## src/rtl/regexec_pkg.sv

```systemverilog
package regexec_pkg;
    localparam int XLEN    = 32;
    localparam int AW      = 5;
    localparam int NREG    = 1 << AW;
    localparam int IMM_W   = 16;
    localparam int CODE_W  = 6;

    localparam logic [CODE_W-1:0] OPC_REGFORM = 6'b000000;
    localparam logic [CODE_W-1:0] OPC_ADDIMM  = 6'b001000;
    localparam logic [CODE_W-1:0] FN_ADD      = 6'b100000;
    localparam logic [CODE_W-1:0] FN_SUB      = 6'b100010;

    typedef enum logic [1:0] {
        K_ADD,
        K_SUB,
        K_ADDIMM,
        K_BAD
    } op_kind_e;

    typedef struct packed {
        logic [CODE_W-1:0] opc;
        logic [AW-1:0]     src_a;
        logic [AW-1:0]     src_b;
        logic [AW-1:0]     dst;
        logic [AW-1:0]     shift;
        logic [CODE_W-1:0] fn;
    } word_fields_t;
endpackage

```

## src/rtl/regexec_decode.sv

```systemverilog
module regexec_decode
    import regexec_pkg::*;
(
    input  logic            in_valid,
    input  logic [31:0]     insn,
    output op_kind_e        kind,
    output logic [AW-1:0]   rs_idx,
    output logic [AW-1:0]   rt_idx,
    output logic [AW-1:0]   dst_idx,
    output logic [XLEN-1:0] imm_ext,
    output logic            wr_en,
    output logic            illegal
);
    word_fields_t f;
    assign f = word_fields_t'(insn);

    always_comb begin
        kind = K_BAD;
        unique case (f.opc)
            OPC_REGFORM: begin
                if (f.fn == FN_ADD)      kind = K_ADD;
                else if (f.fn == FN_SUB) kind = K_SUB;
                else                     kind = K_BAD;
            end
            OPC_ADDIMM: kind = K_ADDIMM;
            default:    kind = K_BAD;
        endcase
    end

    assign rs_idx  = f.src_a;
    assign rt_idx  = f.src_b;
    assign dst_idx = (kind == K_ADDIMM) ? f.src_b : f.dst;
    assign imm_ext = {{(XLEN-IMM_W){insn[IMM_W-1]}}, insn[IMM_W-1:0]};
    assign wr_en   = in_valid && (kind != K_BAD);
    assign illegal = in_valid && (kind == K_BAD);
endmodule

```

## src/rtl/regexec_alu.sv

```systemverilog
module regexec_alu
    import regexec_pkg::*;
(
    input  op_kind_e        kind,
    input  logic [XLEN-1:0] a,
    input  logic [XLEN-1:0] b_reg,
    input  logic [XLEN-1:0] b_imm,
    output logic [XLEN-1:0] result
);
    logic [XLEN-1:0] b;

    always_comb begin
        b = (kind == K_ADDIMM) ? b_imm : b_reg;
        unique case (kind)
            K_SUB:   result = a - b;
            default: result = a + b;
        endcase
    end
endmodule

```

## src/rtl/regexec_regfile.sv

```systemverilog
module regexec_regfile
    import regexec_pkg::*;
(
    input  logic            clk,
    input  logic            rst,
    input  logic            we,
    input  logic [AW-1:0]   w_idx,
    input  logic [XLEN-1:0] w_data,
    input  logic [AW-1:0]   ra_idx,
    output logic [XLEN-1:0] ra_data,
    input  logic [AW-1:0]   rb_idx,
    output logic [XLEN-1:0] rb_data,
    input  logic [AW-1:0]   rd_idx,
    output logic [XLEN-1:0] rd_data
);
    logic [XLEN-1:0] cells [NREG];

    always_ff @(posedge clk) begin
        if (rst) begin
            for (int i = 0; i < NREG; i++) cells[i] <= '0;
        end else if (we && (w_idx != '0)) begin
            cells[w_idx] <= w_data;
        end
    end

    assign ra_data = (ra_idx == '0) ? '0 : cells[ra_idx];
    assign rb_data = (rb_idx == '0) ? '0 : cells[rb_idx];
    assign rd_data = (rd_idx == '0) ? '0 : cells[rd_idx];
endmodule

```

## src/rtl/regexec_unit.sv

```systemverilog
module regexec_unit
    import regexec_pkg::*;
(
    input  logic            clk,
    input  logic            rst,
    input  logic            in_valid,
    input  logic [31:0]     insn,
    output logic            illegal_op,
    input  logic [AW-1:0]   dbg_idx,
    output logic [XLEN-1:0] dbg_data
);
    op_kind_e        kind;
    logic [AW-1:0]   rs_idx;
    logic [AW-1:0]   rt_idx;
    logic [AW-1:0]   wr_idx;
    logic [XLEN-1:0] imm_ext;
    logic [XLEN-1:0] rs_val;
    logic [XLEN-1:0] rt_val;
    logic [XLEN-1:0] wr_data;
    logic            wr_en;

    regexec_decode i_decode (
        .in_valid (in_valid),
        .insn     (insn),
        .kind     (kind),
        .rs_idx   (rs_idx),
        .rt_idx   (rt_idx),
        .dst_idx  (wr_idx),
        .imm_ext  (imm_ext),
        .wr_en    (wr_en),
        .illegal  (illegal_op)
    );

    regexec_regfile i_regs (
        .clk     (clk),
        .rst     (rst),
        .we      (wr_en),
        .w_idx   (wr_idx),
        .w_data  (wr_data),
        .ra_idx  (rs_idx),
        .ra_data (rs_val),
        .rb_idx  (rt_idx),
        .rb_data (rt_val),
        .rd_idx  (dbg_idx),
        .rd_data (dbg_data)
    );

    regexec_alu i_alu (
        .kind   (kind),
        .a      (rs_val),
        .b_reg  (rt_val),
        .b_imm  (imm_ext),
        .result (wr_data)
    );
endmodule

```

## config.mk

```make
export PLATFORM = sky130hd
export DESIGN_NAME = regexec_unit
export DESIGN_NICKNAME = d
export VERILOG_FILES = /design/src/rtl/regexec_pkg.sv /design/src/rtl/regexec_decode.sv /design/src/rtl/regexec_alu.sv /design/src/rtl/regexec_regfile.sv /design/src/rtl/regexec_unit.sv
export SDC_FILE = /design/constraint.sdc
export NUM_CORES = 2
export LEC_CHECK = 0
export BUFFER_PORTS_ARGS = -buffer_cell sky130_fd_sc_hd__buf_2
export CAP_MARGIN = 0
export CELL_PAD_IN_SITES_DETAIL_PLACEMENT = 1
export CELL_PAD_IN_SITES_GLOBAL_PLACEMENT = 1
export CORE_MARGIN = 2
export CORE_UTILIZATION = 50
export CTS_BUF_LIST = sky130_fd_sc_hd__clkbuf_8 sky130_fd_sc_hd__clkbuf_16
export DETAILED_ROUTE_END_ITERATION = 8
export PLACE_DENSITY = 0.75
export SLEW_MARGIN = 0
export SYNTH_ARGS = -nofsm -noshare
export SYNTH_HDL_FRONTEND = slang
export SYNTH_SLANG_ARGS = --single-unit
```

## constraint.sdc

```tcl
create_clock -name clk -period 15.83 [get_ports clk]
set_input_delay 0.7915 -clock clk [delete_from_list [all_inputs] [get_ports clk]]
set_output_delay 0.7915 -clock clk [all_outputs]
set_load 0.01 [all_outputs]
```

==> flow_metrics.tcl <==
set metrics [dict create \
    post-cts-setup-buffer-count 0 \
    clk_path_buf_depth 3 \
    htreeDepth 3 \
    drv_cap 0 \
    cts_resized 0 \
    final_nets 4291 \
    setup_viol 0 \
    clock.fmax_ghz 0.1148 \
    critical_path_arrival_ns 9.18 \
    firstDrtPassIters 6 \
    cp-startpoint "insn[16]" \
    slew_headroom 0.1334 \
    synth.area.top_cells "edfxtp_1 49%, mux4_2 31%, nor2_1 6.3%" \
    globalplace.congestion 0.9448 \
    power.leakage_uw 0.02406 \
    finalCritPeriodShare 0.5501 \
    peakVddDrop_v 0.00009119 \
    clock_tree.root_cell "clkbuf_16" \
    drt_iter0_markers 8206 \
    avgSynthCellArea_um2 14.45 \
    grt_util_all_layers 0.4108 \
    synth_edf_count 1024 \
    finalSetupTns_ns 0 \
    yosysSeqAreaShare 0.4897 \
    worstReg2RegStart "i_regs.cells[21][1]$_SDFFCE_PN0P_" \
    dieHeight_um 358.4 \
    place_area_mm2 0.06502 \
    synthCells 4345 \
    top_regs "i_regs.cells: 1024 flops" \
    core_area_mm2 0.1251 \
    synth_flop_cell "edfxtp_1" \
    ant_nets 0 \
    clk_pin_slew_ns 0.06 \
    synth_top_area_frac 0.4897 \
    grt_pass1_wl_um 363600 \
    grt_max_degree 93 \
    min_from "rst" \
    start_kind "input pin" \
    fin_skew_ns 0.03729 \
    grt_pass1_vias 47620 \
    hold_viol_final 0 \
    pin_count 73 \
    outcome "finished clean" \
    cts_tree "built" \
    initial_core_util 0.5020 \
    fin_hold_ws_ns 0.6414 \
    wire_per_inst_um 43.73 \
    grt.overflow.total 0 \
    cts_buffers 113 \
    drive_gt1_frac 0.3132 \
    route.detailed.drc 0 \
    portBuffers 72 \
    required_ns 16.30 \
    power.density_mw_per_mm2 108.8 \
    synthArstFlopShare 0 \
    die_w_um 358.4 \
    routed_via_density 7.768 \
    ys.warnings.count 0 \
    nFillCells 11830 \
    routed_wl_um 261100 \
    largest-register "i_regs.cells" \
    hp-class "input pin to flop" \
    antenna_found_initial 13 \
    synth_cell_types 80 \
    rows 130 \
    critPathCaptureType "flop" \
    worst_pin_slew_ns 1.298 \
    postCtsHoldBufs 0 \
    final_util 0.5481 \
    fin_crit_ns 8.709 \
    area_growth_pct 9.184 \
    ys_ff_latch 1024 \
    clock_sinks 1024 \
    dpl.hpwl_um 142100 \
    largest_reg_flops 1024 \
    worstSkewPairLatency_ns 0.78 \
    synth_area_mm2 0.06279 \
    die_area_mm2 0.1284 \
    rsz0062_at_grt "false" \
    design_area_mm2 0.06856 \
    crit_type "input pin to flop" \
    critPathMaxFanout 87 \
    vias 46380 \
    yosys.area.top_type "edfxtp_1" \
    slew_viol_final 0 \
]
[Yosys cell counts (32+ instances only)]
library cell / n
nor2_1: 1055
nand2_1: 114
o21ai_0: 50
ha_1: 32
buf_1: 69
nand2b_1: 46
edfxtp_1: 1024
a21oi_1: 63
a22oi_1: 45
nor3_1: 58
mux4_2: 856
clkbuf_1: 335
mux2i_1: 184
[worst max-delay path, cell delays in order]
cell and delay (ns):
buf_8 0.46, buf_12 0.62, mux4_2 0.60, mux2i_1 0.16, nor3_1 0.07, o31ai_1 0.64
and2_1 0.24, ha_1 0.17, inv_1 0.06, or4_1 0.65, o41ai_1 0.48, xor2_1 0.13
ha_1 0.44, and4_1 0.25, o311ai_0 0.12, a21oi_1 0.19, o21ai_0 0.30, o32ai_1 1.10
a21o_1 0.29, nand4_1 0.13, a31oi_1 0.19, xnor3_2 0.84, nor2_1 0.07
[path summary, 6_finish.rpt]
kind / to / cells after the start / slack, ns
worst max-delay path: i_regs.cells[1][31]$_SDFFCE_PN0P_ / 23 / 7.12
worst min-delay path: i_regs.cells[0][24]$_SDFFCE_PN0P_ / 1 / 0.64
worst max register to register: i_regs.cells[1][31]$_SDFFCE_PN0P_ / 21 / 8.07
worst min register to register: i_regs.cells[26][4]$_SDFFCE_PN0P_ / 8 / 1.80
[kinds of logic after synthesis]
family                     count (synthesis)  synth area share
DFF                                     1024            0.4897
xor gates and xnor gates                  54          0.007771
adders and majority gates                 33          0.006695
buffers and inverters                    480           0.03170
AOI/OAI and AO/OA                        305           0.03356
and+or+nand+nor                         1395           0.09178
other                                      1        0.00005972
muxes                                   1053            0.3387
[per-stage QoR]
step	setup WS, ns	instances	power, uW
final	7.121	5971	7461
after global routing	6.835	5965	7618
after CTS	7.459	5964	7410
after detailed placement	6.754	5753	4873
after global placement	6.730	5753	4832
after floorplan	8.715	4376	4297
[final cells by class]
cell class,instances,area [um2],area share
Timing Repair Buffer,189,1408,0.02053
Clock inverter,96,635.6,0.009271
Inverter,18,67.56,0.0009855
Antenna cell,7,17.52,0.0002555
Multi-Input combinational cell,2872,30740,0.4483
Clock buffer,115,2878,0.04198
Tap cell,1650,2064,0.03011
Sequential cell,1024,30750,0.4485
[report_power, final]
group / switching (uW) / internal [uW] / total [uW]
logic: 1140 / 571 / 1710
clock network: 1170 / 1420 / 2590
registers: 76.0 / 3080 / 3150
[per-layer routing]
| layer | wire length, um | vias to the layer above | share of wire | global-route usage |
|---|---|---|---|---|
| li1 | - | 16950 | - | - |
| met1 | 84920 | 23810 | 0.33 | 0.5191 |
| met2 | 115900 | 4408 | 0.44 | 0.6119 |
| met3 | 40280 | 1201 | 0.15 | 0.1396 |
| met4 | 19910 | 14 | 0.076 | 0.2575 |
| met5 | 129 | - | 0.00049 | 0 |
[cell usage in the layout (no fill, tap or decap), types with 11 or more instances in the layout]
master,count
a21o_1,15
mux2i_1,184
inv_1,44
o21ai_0,50
nor2_1,1050
a221oi_1,30
xor2_2,11
nand2b_1,14
mux2_2,13
edfxtp_1,1024
nand2b_4,31
o211ai_1,12
o31ai_1,11
clkinv_2,18
nor2_2,31
nor3_1,57
buf_4,117
clkinv_1,33
nand2_2,29
nand3_1,19
xnor2_1,11
ha_1,32
mux4_2,856
and3_1,11
nand2_1,85
a22oi_1,45
xnor2_2,11
buf_2,57
conb_1,32
clkbuf_16,115
xor2_1,18
a21oi_1,62
Note: power is estimated with default switching activity, not from simulation.
